--- config.mk ---
export PLATFORM = sky130hd
export DESIGN_NAME = card_clk_divider
export DESIGN_NICKNAME = d
export VERILOG_FILES = /design/src/rtl/card_clk_pkg.sv /design/src/rtl/card_div_calc.sv /design/src/rtl/card_clk_gen.sv /design/src/rtl/card_clk_divider.sv
export SDC_FILE = /design/constraint.sdc
export NUM_CORES = 1
export LEC_CHECK = 0
export ABC_AREA = 1
export BUFFER_PORTS_ARGS = -buffer_cell sky130_fd_sc_hd__buf_2
export CORE_MARGIN = 1.5
export CORE_UTILIZATION = 26
export CTS_CLUSTER_DIAMETER = 100
export DETAILED_ROUTE_END_ITERATION = 7
export PLACE_DENSITY = 0.44
export SKIP_LAST_GASP = 1
export SYNTH_ARGS = -nofsm -noshare
export SYNTH_HDL_FRONTEND = slang
export SYNTH_SLANG_ARGS = --single-unit
--- constraint.sdc ---
create_clock -name clk_i -period 2.59 [get_ports clk_i]
set_input_delay 0.1295 -clock clk_i [delete_from_list [all_inputs] [get_ports clk_i]]
set_output_delay 0.1295 -clock clk_i [all_outputs]
set_load 0.1 [all_outputs]
--- src/rtl/card_clk_pkg.sv ---
// Shared types for the card clock divider.
// Assumes nothing beyond a 2-bit bus width code.
package card_clk_pkg;
    typedef struct packed {
        logic [1:0] width;
        logic       fast;
        logic       ddr;
    } bus_cfg_t;
endpackage

--- src/rtl/card_div_calc.sv ---
// Maps a request quotient to a divider field: 0 = bypass, otherwise
// ceil(quotient/2) clamped to the field maximum. Purely combinational.
// Assumes the quotient is already ceil(master/requested) or 0 for "no clock".
module card_div_calc #(
    parameter int RATIO_W = 16,
    parameter int DIV_W   = 10
) (
    input  logic [RATIO_W-1:0] ratio_i,
    input  logic               ddr_i,
    output logic [DIV_W-1:0]   field_o
);
    localparam logic [DIV_W-1:0]   DIV_MAX  = {DIV_W{1'b1}};
    localparam logic [RATIO_W:0]   DIV_MAXW = (RATIO_W+1)'(DIV_MAX);

    logic [RATIO_W:0] half_up;

    // Rounded-up half of the quotient, one extra bit against overflow
    always_comb half_up = ({1'b0, ratio_i} + (RATIO_W+1)'(1)) >> 1;

    // Select bypass, saturation or the rounded half
    always_comb begin
        if (ratio_i == '0)
            field_o = DIV_MAX;
        else if (ratio_i == RATIO_W'(1) && !ddr_i)
            field_o = '0;
        else if (half_up > DIV_MAXW)
            field_o = DIV_MAX;
        else
            field_o = half_up[DIV_W-1:0];
    end
endmodule

--- src/rtl/card_clk_gen.sv ---
// Generates the card clock from the active divider; loads a new field
// only on its own output toggle (or at once while bypassing).
// Assumes field_i is a registered, glitch-free value.
module card_clk_gen #(
    parameter int DIV_W = 10
) (
    input  logic             clk_i,
    input  logic             rst_ni,
    input  logic             stop_i,
    input  logic [DIV_W-1:0] field_i,
    output logic             card_clk_o
);
    localparam logic [DIV_W-1:0] DIV_MAX = {DIV_W{1'b1}};

    logic [DIV_W-1:0] act_q;
    logic [DIV_W-1:0] cnt_q;
    logic             dclk_q;
    logic             bypass;
    logic             wrap;

    always_comb bypass = (act_q == '0);
    always_comb wrap   = (cnt_q == act_q - DIV_W'(1));

    // Half-period counter, divided output and active-divider update
    always_ff @(posedge clk_i) begin
        if (!rst_ni) begin
            act_q  <= DIV_MAX;
            cnt_q  <= '0;
            dclk_q <= 1'b0;
        end else if (stop_i) begin
            act_q  <= field_i;
            cnt_q  <= '0;
            dclk_q <= 1'b0;
        end else if (bypass) begin
            act_q  <= field_i;
            cnt_q  <= '0;
            dclk_q <= 1'b0;
        end else if (wrap) begin
            act_q  <= field_i;
            cnt_q  <= '0;
            dclk_q <= ~dclk_q;
        end else begin
            cnt_q  <= cnt_q + DIV_W'(1);
        end
    end

    // Output select: held low, master clock in bypass, else divided
    always_comb begin
        if (stop_i)
            card_clk_o = 1'b0;
        else if (bypass)
            card_clk_o = clk_i;
        else
            card_clk_o = dclk_q;
    end
endmodule

--- src/rtl/card_clk_divider.sv ---
// Top: registers the divider field, reported ratio and bus bits, and
// drives the card clock generator. Synchronous active-low reset.
// Assumes all inputs are synchronous to clk_i.
module card_clk_divider #(
    parameter int RATIO_W = 16,
    parameter int DIV_W   = 10
) (
    input  logic               clk_i,
    input  logic               rst_ni,
    input  logic [RATIO_W-1:0] req_ratio_i,
    input  logic               ddr_i,
    input  logic               pwr_on_i,
    input  logic               clk_stop_i,
    input  logic [1:0]         bus_width_i,
    input  logic               fast_bus_i,
    output logic               card_clk_o,
    output logic [DIV_W-1:0]   div_field_o,
    output logic [DIV_W:0]     div_ratio_o,
    output logic [1:0]         bus_width_o,
    output logic               fast_bus_o,
    output logic               ddr_o
);
    import card_clk_pkg::*;

    localparam logic [DIV_W-1:0] DIV_MAX = {DIV_W{1'b1}};

    logic [DIV_W-1:0] field_d;
    logic [DIV_W-1:0] field_q;
    logic [DIV_W:0]   ratio_d;
    logic [DIV_W:0]   ratio_q;
    bus_cfg_t         cfg_q;

    card_div_calc #(.RATIO_W(RATIO_W), .DIV_W(DIV_W)) u_calc (
        .ratio_i (req_ratio_i),
        .ddr_i   (ddr_i),
        .field_o (field_d)
    );

    // Effective ratio of the new field, zeroed outside power-on
    always_comb begin
        if (!pwr_on_i)
            ratio_d = '0;
        else if (field_d == '0)
            ratio_d = (DIV_W+1)'(1);
        else
            ratio_d = {field_d, 1'b0};
    end

    // Configuration register: field, reported ratio, bus bits
    always_ff @(posedge clk_i) begin
        if (!rst_ni) begin
            field_q <= DIV_MAX;
            ratio_q <= '0;
            cfg_q   <= '0;
        end else begin
            field_q <= field_d;
            ratio_q <= ratio_d;
            cfg_q   <= '{width: bus_width_i, fast: fast_bus_i, ddr: ddr_i};
        end
    end

    card_clk_gen #(.DIV_W(DIV_W)) u_gen (
        .clk_i      (clk_i),
        .rst_ni     (rst_ni),
        .stop_i     (clk_stop_i),
        .field_i    (field_q),
        .card_clk_o (card_clk_o)
    );

    assign div_field_o = field_q;
    assign div_ratio_o = ratio_q;
    assign bus_width_o = cfg_q.width;
    assign fast_bus_o  = cfg_q.fast;
    assign ddr_o       = cfg_q.ddr;
endmodule

# == Word level (Yosys, flattened, before mapping) ==
# Index checks and enable logic that the tools add are counted.
# word_totals
reg_bits,46
input_bits,24
output_inout_bits,26
elab_cells,37
# classes
add_sub_neg,3
order_cmp,1
eq_ne,2
n_mux,9
bitwise,3
reduce_logical,10
# ops
operator,count
$mux W10,6
$logic_not A10 Y1,2
$add A16 B1 Y17 const B,1
$eq A16 B1 Y1 const B,1
$gt A16 B10 Y1 const B,1
$logic_not A16 Y1,1
$add A10 B1 Y10 const B,1
$eq A10 B10 Y1,1
$sub A10 B1 Y10 const B,1
$reduce_or A3 Y1,2
$reduce_or A4 Y1,1
$mux W1,3
$not A1 Y1,3
$reduce_bool A3 Y1,1
$reduce_and A2 Y1,1
$logic_and A1 B1 Y1,1
$logic_not A1 Y1,1

# == Logic depth before layout (Yosys ltp) ==
# Gate-level depths: netlist of the first run.
# logic_depth
word_depth,7
depth_mapped,15
mapped_depth_nobuf,15

# == Cells and area by module ==
# From an unflattened synthesis of the first run, not the netlist that was laid out.
# unflattened
hier_cells,362
hier_area_um2,2526.2
# modules_own_cells
module,instances,cells_per_inst,area_per_inst_um2,seq_area_each_um2
card_clk_gen,1,182,1204.9,420.4
card_clk_divider,1,74,703.2,500.5
card_div_calc,1,106,618.1,0.0

==> results.py, run 1 <==
metrics = {
    "layout": {
        "instances_no_fill": 555,
        "diodes": 0,
        "design_area_mm2": 0.00312,
        "layout.nets": 455,
        "drive_gt1_share_pct": 22.8,
        "fillers": 1031,
        "area_delta_synth_final_pct": 23.4,
    },
    "route": {
        "postRouteAntennaNets": 0,
        "dr_total_vias": 2285,
        "drtIter0Drc": 77,
        "avgRoutedWirePerCell_um": 10.7,
        "firstDrtPassIters": 4,
        "drcViolationCount": 0,
        "drt_wl_total_mm": 5.93,
        "avgViaCountPerCell": 4.12,
    },
    "worst_hold_path": {
        "whs_path_depth": 4,
        "min_path_type": "input port to register",
    },
    "setup_path": {
        "end_kind": "primary output",
        "cp.required_ps": 2460,
        "crit_type": "register to primary output",
        "critPathMaxFanout": 4,
        "r2r_cells": 13,
        "start_kind": "register",
        "arrival_ps": 2150,
    },
    "placed_design": {
        "gp_congestion": 0.804,
        "dp_cells": 539,
        "place_hpwl_mm": 4.81,
        "numPortBuffers": 49,
        "place_area_mm2": 0.00293,
    },
    "yosys": {
        "postSynth.asyncResetShare_pct": 0,
        "synth.avg_cell_area_um2": 6.96,
        "synth.distinct_cells": 30,
        "ys_warn_count": 0,
        "syn_nets": 393,
        "netlist_instances": 363,
        "synth_ff_type": "dfxtp_1",
        "synth.cell_area_mm2": 0.00253,
        "seq_area_frac_synth_pct": 36.4,
        "synth-edff-count": 0,
        "ys_ff_latch": 46,
    },
    "sta": {
        "tns_ps": 0,
        "slew_violations": 0,
        "final.period_utilization_pct": 88.1,
        "rsz0062_at_grt": "no",
        "fmax_mhz": 438,
        "hold_violations": 0,
        "slew_headroom_pct": 67.5,
        "setup_viol": 0,
        "tightestPinTransition_ps": 491,
        "layout_min_cycle_time_ps": 2280,
        "fin_worst_skew_ps": 4.34,
    },
    "cts": {
        "clk_latency_ps": 400,
        "postCtsSetupBuffers": 0,
        "clk_pin_slew_worst_paths_ps": 80,
        "cts_tree": "built",
    },
    "grt": {
        "grt_pass1_vias": 2240,
        "antenna_found_initial": 0,
        "grt_usage_pct": 12.6,
        "grt_first_pass_wirelength_mm": 10.1,
        "global_route.overflow_total": 0,
        "grt_max_degree": 28,
    },
    "floorplan": {
        "die_h_um": 102,
        "num_rows": 35,
        "fp.dieW_um": 102,
        "die_area_mm2": 0.0103,
        "core_area_mm2": 0.00933,
        "pin_count": 50,
        "initial_utilization_pct": 27.1,
    },
    "pwr": {
        "static-leakage-power_uw": 0.00154,
        "power_density_mw_per_mm2": 504,
        "max-vdd-ir-drop_v": 0.000171,
    },
    "outcome": {
        "status": "complete, no violations",
    },
    "flow_run": {
        "cap_violations": 0,
    },
}
-- flip-flops by register name, summed over array words and instances (netlist names) --
signal	cells
u_gen.cnt_q	10
div_field_o	10
u_gen.act_q	10
fast_bus_o	1
bus_width_o	2
u_gen.dclk_q	1
div_ratio_o	11
ddr_o	1
-- cell usage after synthesis, types with 2 or more instances --
library cell | number | area share [%]
nor2_4 | 4 | 1.8
dfxtp_1 | 46 | 36
o21ai_0 | 2 | 0.40
nand4_1 | 5 | 1.2
nand2_1 | 91 | 14
nor2_2 | 14 | 3.5
nor3_1 | 3 | 0.59
clkbuf_1 | 3 | 0.45
xor2_1 | 17 | 5.9
nor3b_1 | 4 | 1.2
nand3_1 | 33 | 6.5
inv_1 | 51 | 7.6
nand3b_1 | 3 | 0.89
ha_1 | 6 | 3.0
o21ai_1 | 2 | 0.40
nand3_2 | 5 | 2.0
nor4_1 | 2 | 0.49
nand2_4 | 2 | 0.89
xnor2_1 | 5 | 1.7
nor2_1 | 46 | 6.8
a21oi_1 | 5 | 0.99
nand2_2 | 6 | 1.5
-- worst max-delay path: stages (launching register included) --
cell,delay [ps]
dfxtp_1,350
inv_1,130
ha_1,160
nand2_1,80
nor4_2,380
a21oi_1,140
nor2_1,90
buf_2,420
-- timing repair --
action,CTS,global route
hold endpoints to repair,5,0
hold buffers,5,0
setup endpoints to repair,0,1
gates resized for setup,0,1
-- per-stage QoR --
stage	setup slack, ps	hold WS (ps)	total power (uW)	util (%)
2_1_floorplan	41.4	223	951	-
3_3_place_gp	406	311	1020	31.4
3_5_place_dp	360	316	1020	31.4
4_1_cts	99.1	49.2	1600	33.4
5_1_grt	63.9	86.2	1660	33.4
6_report	309	63.6	1570	33.4
-- report_power, final --
group / leakage (uW) / internal [uW] / switching, uW / total [uW]
Clock: 0.0000781 / 314 / 256 / 569
Combinational: 0.00109 / 68.5 / 193 / 261
Sequential: 0.000377 / 729 / 13.6 / 742
Total: 0.00154 / 1110 / 462 / 1570
-- worst paths after layout --
| path | endpoint | from | slack (ps) |
|---|---|---|---|
| worst max-delay path | card_clk_o | u_gen.act_q[0] | 310 |
| worst min-delay path | u_gen.dclk_q | clk_stop_i | 60 |
| worst max register to register | u_gen.act_q[2] | u_gen.act_q[0] | 390 |
| worst min register to register | u_gen.act_q[7] | u_gen.act_q[7] | 460 |
-- logic make-up (layout without fill, tap and decap cells) --
family	after synthesis	after routing	synth area share, %
adders and majority gates	6	6	2.97
AOI/OAI and AO/OA	12	12	2.77
DFF	46	46	36.4
xor gates and xnor gates	22	22	7.62
buffers and inverters	57	120	8.81
and+or+nand+nor	220	220	41.4
-- per-layer routing --
metal,share of wire [%],wire length (um),up-vias,GRT usage [%]
met5,0,0,-,0
met2,46,2710,39,20.7
met1,49,2900,1001,15.7
met4,1.3,80,0,4.17
met3,4.1,244,7,3.73
li1,-,-,1238,-
-- cell usage in the layout (no fill, tap or decap), types with 3 or more instances in the layout --
cell	instances
xnor2_1	5
xor2_1	17
nand3_2	5
inv_1	51
ha_1	6
clkbuf_8	9
a21oi_1	5
dfxtp_1	46
nand2_1	91
nand3b_1	3
dlygate4sd3_1	5
nor2_4	4
nor2_1	46
nand4_1	5
nor3_1	3
nand3_1	33
nor3b_1	4
nand2_2	6
buf_2	49
nor2_2	14
-- final cells by class --
type | count | area (um2) | area share, %
timing repair buffer | 55 | 305 | 9.79
inverter | 53 | 204 | 6.54
tap | 129 | 161 | 5.17
clock inverter | 1 | 5.00 | 0.160
clock buffer | 11 | 133 | 4.25
multi-input combinational | 260 | 1390 | 44.6
sequential | 46 | 921 | 29.5
No activity file was read; power rests on OpenSTA's default activity.
==> run 2: changes to the inputs <==
--- a/config.mk
+++ b/config.mk
@@ -5,7 +5,6 @@
 export SDC_FILE = /design/constraint.sdc
 export NUM_CORES = 1
 export LEC_CHECK = 0
-export ABC_AREA = 1
 export BUFFER_PORTS_ARGS = -buffer_cell sky130_fd_sc_hd__buf_2
 export CORE_MARGIN = 1.5
 export CORE_UTILIZATION = 26
==> run 2 against run 1 <==
Against the previous run: register-to-register slack lost 330 ps; synthesized area shrank 8.5%; total power grew 0.90%; highest routed layer unchanged; sequential power is essentially flat; via count shrank 10%; setup slack lost 250 ps; critical path type is now register to register; critical endpoint is now u_gen.dclk_q; final cell count shrank 22%.
==> results.py, run 2 <==
metrics = {
    "outcome": {
        "status": "complete, no violations",
    },
    "yosys": {
        "ys_warn_count": 0,
        "muxShareOfSynthArea_pct": 1.35,
        "syn_nets": 288,
        "synth-edff-count": 0,
        "synth.distinct_cells": 48,
        "synth_ff_type": "dfxtp_1",
        "synth-adder-area-share_pct": 3.24,
        "ys_ff_latch": 46,
        "yosys.area_share.simple_pct": 25.1,
        "synth_top_family_by_area": "simple AND/OR/NAND/NOR gates",
        "synth_area_leader_cell": "dfxtp_1",
        "yosysMostFrequentCell": "dfxtp_1",
        "postSynth.asyncResetShare_pct": 0,
        "synthTopCellsByArea": "dfxtp_1 (40%), xor2_1 (7.2%), xnor2_1 (5.3%), nand3_1 (4.5%), a32o_1 (3.5%)",
        "synth_xor_area_share_pct": 12.5,
        "synth_top_area_share_pct": 39.8,
        "yosys-top-cells-count": "dfxtp_1 (46), nand3_1 (21), nor2_1 (21)",
        "synth_compound_area_share_pct": 14.7,
        "synth.cell_area_mm2": 0.00231,
        "seq_area_frac_synth_pct": 39.8,
        "netlist_instances": 258,
        "synth.avg_cell_area_um2": 8.97,
    },
    "sta": {
        "setup_viol": 0,
        "fin_worst_skew_ps": 4.55,
        "final.period_utilization_pct": 97.6,
        "fin_ws_ps": 61.6,
        "rsz0062_at_grt": "yes",
        "tns_ps": 0,
        "slew_violations": 0,
        "slew_headroom_pct": 67.0,
        "layout_min_cycle_time_ps": 2530,
        "tightestPinTransition_ps": 499,
        "hold_violations": 0,
        "fmax_mhz": 396,
    },
    "layout": {
        "design_area_mm2": 0.00293,
        "drive_gt1_share_pct": 24.8,
        "diodes": 0,
        "largest_register_ffs": 11,
        "layout_commonest_cell": "buf_2",
        "layout.nets": 352,
        "fillers": 930,
        "layout_common_cells": "buf_2 (48), dfxtp_1 (46), nand3_1 (21)",
        "area_delta_synth_final_pct": 26.7,
    },
    "placed_design": {
        "place_area_mm2": 0.00273,
        "gp_congestion": 0.846,
        "place_worst_setup_slack_ps": 73.1,
        "numPortBuffers": 49,
        "place_hpwl_mm": 4.37,
    },
    "route": {
        "drtIter0Drc": 63,
        "avgRoutedWirePerCell_um": 13.4,
        "dr_total_vias": 2053,
        "firstDrtPassIters": 4,
        "drcViolationCount": 0,
        "avgViaCountPerCell": 4.76,
        "postRouteAntennaNets": 0,
        "drt_wl_total_mm": 5.80,
    },
    "floorplan": {
        "die_h_um": 97.3,
        "fp.dieW_um": 97.3,
        "core_area_mm2": 0.00868,
        "initial_utilization_pct": 26.7,
        "die_area_mm2": 0.00947,
        "pin_count": 50,
        "num_rows": 34,
    },
    "grt": {
        "grt_usage_pct": 12.5,
        "grt_first_pass_wirelength_mm": 9.49,
        "grt_pass1_vias": 1981,
        "global_route.overflow_total": 0,
        "antenna_found_initial": 0,
        "grt_max_degree": 22,
    },
    "flow_run": {
        "cap_violations": 0,
    },
    "pwr": {
        "max-vdd-ir-drop_v": 0.000204,
        "power_density_mw_per_mm2": 542,
        "static-leakage-power_uw": 0.00116,
    },
    "setup_path": {
        "crit_type": "register to register",
        "end_kind": "register",
        "cpMaxStageDelayCell": "or4_1",
        "path_cells": "or4_1, nor4b_2, xnor2_1, or4b_4, or3_1, a21oi_1",
        "cp.required_ps": 2940,
        "critPathMaxFanout": 5,
        "rrSetupSlack_ps": 60,
        "max_stage_delay_ps": 600,
        "arrival_ps": 2870,
        "start_kind": "register",
    },
    "cts": {
        "clk_pin_slew_worst_paths_ps": 90,
        "cts_tree": "built",
        "clk_latency_ps": 410,
    },
    "worst_hold_path": {
        "min_path_type": "input port to register",
    },
}
run 2: cell types whose count changed after synthesis, sizes merged, moves of 6 or more:
cell | previous run | this run
nand2 | 99 | 14
inv | 53 | 10
nor2 | 64 | 21
nand3 | 38 | 21
xnor2 | 5 | 14
a32o | 0 | 8
nand2b | 0 | 8
a21oi | 5 | 12
and4 | 0 | 6
run 2: cells by family (layout without fill, tap and decap cells):
logic type / count (synthesis) / after routing
compound gates: 47 / 47
buf+inv: 19 / 84
fa+ha+maj: 6 / 6
xor+xnor: 33 / 33
flops: 46 / 46
mux: 3 / 3
simple gates: 104 / 104
run 2: per-layer routing:
metal | vias to the layer above | routed length [um] | GRT usage (%)
met1 | 947 | 2670 | 14.9
li1 | 1064 | - | -
met2 | 36 | 2800 | 20.9
met3 | 6 | 241 | 4.68
met4 | 0 | 86 | 3.63
met5 | - | 0 | 0
run 2: path summary, 6_finish.rpt:
| kind | startpoint | to | depth (start not counted) |
|---|---|---|---|
| worst max-delay path | u_gen.act_q[2] | u_gen.dclk_q | 6 |
| worst min-delay path | rst_ni | u_gen.act_q[0] | 2 |
| worst max register to register | u_gen.act_q[2] | u_gen.dclk_q | 6 |
| worst min register to register | div_field_o[4] | u_gen.act_q[4] | 1 |
run 2: critical path: cells and delay by family, from the launching register on:
| family | cells | cell delay, ps |
|---|---|---|
| and+or+nand+nor | 4 | 1820 |
| DFF | 1 | 320 |
| xor gates and xnor gates | 1 | 190 |
| AOI/OAI and AO/OA | 1 | 140 |
run 2: repair_timing:
| item | in CTS | in global routing |
|---|---|---|
| hold buffers | 4 | 0 |
| resized for setup | 2 | 3 |
| hold endpoints to repair | 4 | 0 |
| endpoints found under the setup margin | 1 | 10 |
| setup buffers | 0 | 0 |
| pin swaps | 0 | 0 |
run 2: layout make-up:
class	instances	area, um2	area share [%]
Clock buffer	9	118	4.01
Clock inverter	3	21.3	0.726
Inverter	10	37.5	1.28
Multi-Input combinational cell	193	1340	45.8
Sequential cell	46	921	31.4
Tap cell	108	135	4.61
Timing Repair Buffer	62	355	12.1
run 2: power breakdown:
part,internal [uW],switching [uW]
Clock,289,292
Sequential,730,14.3
Combinational,76.7,186
run 2: through the flow:
| stage | utilization (%) | instances | total power, uW | hold WS [ps] |
|---|---|---|---|---|
| floorplan | - | 258 | 941 | 251 |
| global route | 33.8 | 431 | 1660 | 42.5 |
| global placement | 31.5 | 416 | 1020 | 335 |
| finish | 33.8 | 431 | 1590 | 36.0 |
| detailed placement | 31.5 | 416 | 1020 | 338 |
| CTS | 33.6 | 431 | 1600 | 43.8 |
==> run 3: changes to the inputs <==
--- a/config.mk
+++ b/config.mk
@@ -5,12 +5,12 @@
 export SDC_FILE = /design/constraint.sdc
 export NUM_CORES = 1
 export LEC_CHECK = 0
-export BUFFER_PORTS_ARGS = -buffer_cell sky130_fd_sc_hd__buf_2
 export CORE_MARGIN = 1.5
 export CORE_UTILIZATION = 26
 export CTS_CLUSTER_DIAMETER = 100
 export DETAILED_ROUTE_END_ITERATION = 7
-export PLACE_DENSITY = 0.44
+export DONT_BUFFER_PORTS = 1
+export PLACE_DENSITY = 0.39
 export SKIP_LAST_GASP = 1
 export SYNTH_ARGS = -nofsm -noshare
 export SYNTH_HDL_FRONTEND = slang
==> run 3 against run 2 <==
Against the previous run: critical endpoint unchanged; clock-buffer cell count unchanged; die area unchanged; combinational power down 44%.
==> results.py, run 3 (same netlist as run 2, synthesis figures left out) <==
metrics = {
    "grt": {
        "global_route.overflow_total": 0,
        "grt_pass1_vias": 2047,
        "grt_first_pass_wirelength_mm": 10.1,
        "antenna_found_initial": 0,
        "grt_usage_pct": 13.4,
        "grt_max_degree": 23,
    },
    "route": {
        "drtIter0Drc": 73,
        "dr_total_vias": 2015,
        "firstDrtPassIters": 4,
        "avgViaCountPerCell": 4.93,
        "drcViolationCount": 0,
        "avgRoutedWirePerCell_um": 14.8,
        "postRouteAntennaNets": 0,
        "drt_wl_total_mm": 6.04,
    },
    "layout": {
        "fillers": 942,
        "layout_common_cells": "dfxtp_1 (46), dlygate4sd3_1 (22), nand3_1 (21)",
        "drive_gt1_share_pct": 13.3,
        "layout.nets": 330,
        "diodes": 0,
        "largest_register_ffs": 11,
        "finalCoreUtilization_pct": 34.1,
        "layout_commonest_cell": "dfxtp_1",
        "instances_no_fill": 409,
        "area_delta_synth_final_pct": 27.7,
    },
    "sta": {
        "final.period_utilization_pct": 96.5,
        "fmax_mhz": 400,
        "hold_violations": 0,
        "tightestPinTransition_ps": 977,
        "rsz0062_at_grt": "no",
        "slew_violations": 0,
        "fin_worst_skew_ps": 8.13,
        "slew_headroom_pct": 34.8,
        "setup_viol": 0,
        "tns_ps": 0,
        "layout_min_cycle_time_ps": 2500,
        "fin_ws_ps": 90.3,
    },
    "worst_hold_path": {
        "hp-start": "req_ratio_i[9]",
        "min_to": "div_ratio_o[10]",
        "min_path_type": "input port to register",
        "whs_path_depth": 3,
    },
    "setup_path": {
        "max_stage_delay_ps": 610,
        "arrival_ps": 2850,
        "cp_top_family": "simple AND/OR/NAND/NOR gates",
        "rr_endpoint": "u_gen.dclk_q",
        "path_cells": "or4_1, nor4b_2, xnor2_1, or4b_4, or3_1, a21oi_1",
        "r2r_cells": 6,
        "critPathMaxFanout": 5,
        "cpMaxStageDelayCell": "or4_1",
        "rrSetupSlack_ps": 90,
        "r2r-start": "u_gen.act_q[2]",
        "startpoint": "u_gen.act_q[2]",
        "cp.required_ps": 2940,
        "crit_type": "register to register",
        "start_kind": "register",
        "cp_num_buf_inv": 0,
        "end_kind": "register",
    },
    "placed_design": {
        "place_hpwl_mm": 4.39,
        "numPortBuffers": 0,
        "place_worst_setup_slack_ps": 80.6,
        "gp_congestion": 0.836,
        "dp_cells": 376,
    },
    "floorplan": {
        "die_h_um": 97.3,
        "num_rows": 34,
        "pin_count": 50,
        "die_area_mm2": 0.00947,
        "initial_utilization_pct": 26.7,
        "fp.dieW_um": 97.3,
        "core_area_mm2": 0.00868,
    },
    "cts": {
        "cts_tree": "built",
        "clk_latency_ps": 410,
        "clk_pin_slew_worst_paths_ps": 90,
    },
    "pwr": {
        "power_density_mw_per_mm2": 557,
        "max-vdd-ir-drop_v": 0.000280,
        "static-leakage-power_uw": 0.00108,
        "p_total_uw": 1650,
    },
    "flow_run": {
        "cap_violations": 0,
    },
    "outcome": {
        "status": "complete, no violations",
    },
}
==> run 3: cell type report <==
class                      instances  area [um2]  share of cell area (%)
clock buffer                       9         114                    3.85
clock inverter                     2        37.5                    1.27
inverter                          10        37.5                    1.27
multi-input combinational        193        1350                    45.6
sequential                        46         921                    31.2
tap                              108         135                    4.57
timing repair buffer              41         363                    12.3
==> run 3: tightest hold or removal path, stage by stage <==
cell and delay [ps]:
nand4_1 70, xor2_1 80, a21oi_1 140
==> run 3: how the worst max path moves through the flow <==
stage / to / slack, ps / cells after the start
6_report: u_gen.dclk_q / 90 / 6
5_1_grt: u_gen.dclk_q / 6 / 6
4_1_cts: u_gen.dclk_q / 0.2 / 6
3_5_place_dp: u_gen.dclk_q / 80 / 6
3_3_place_gp: card_clk_o / 120 / 6
2_1_floorplan: u_gen.dclk_q / 120 / 7
==> run 3: per-stage QoR <==
stage	hold slack, ps	instance area [um2]
6_report	45.6	2960
4_1_cts	35.1	2950
5_1_grt	43.8	2960
3_5_place_dp	210	2560
2_1_floorplan	251	2320
3_3_place_gp	208	2560
==> run 3: routing by layer <==
metal	track usage (%)	wire length [um]	vias up	part of all wire (%)
met5	0	0	-	0
met4	7.36	149	0	2.5
li1	-	-	1018	-
met2	22.6	3060	43	51
met3	4.24	281	13	4.7
met1	15.1	2550	941	42
==> run 3: report_power, final <==
group	internal, uW	switching (uW)	leakage (uW)
Sequential	730	103	0.000377
Combinational	70.4	77.6	0.000623
Clock	388	277	0.0000767
==> run 3: what timing repair did <==
action                                 4_1_cts  5_1_grt
endpoints found under the hold margin       34        0
pin swaps                                    2        2
resized for setup                            5        1
setup endpoints to repair                    1       12
hold buffers                                22        0
setup buffers                                0        0
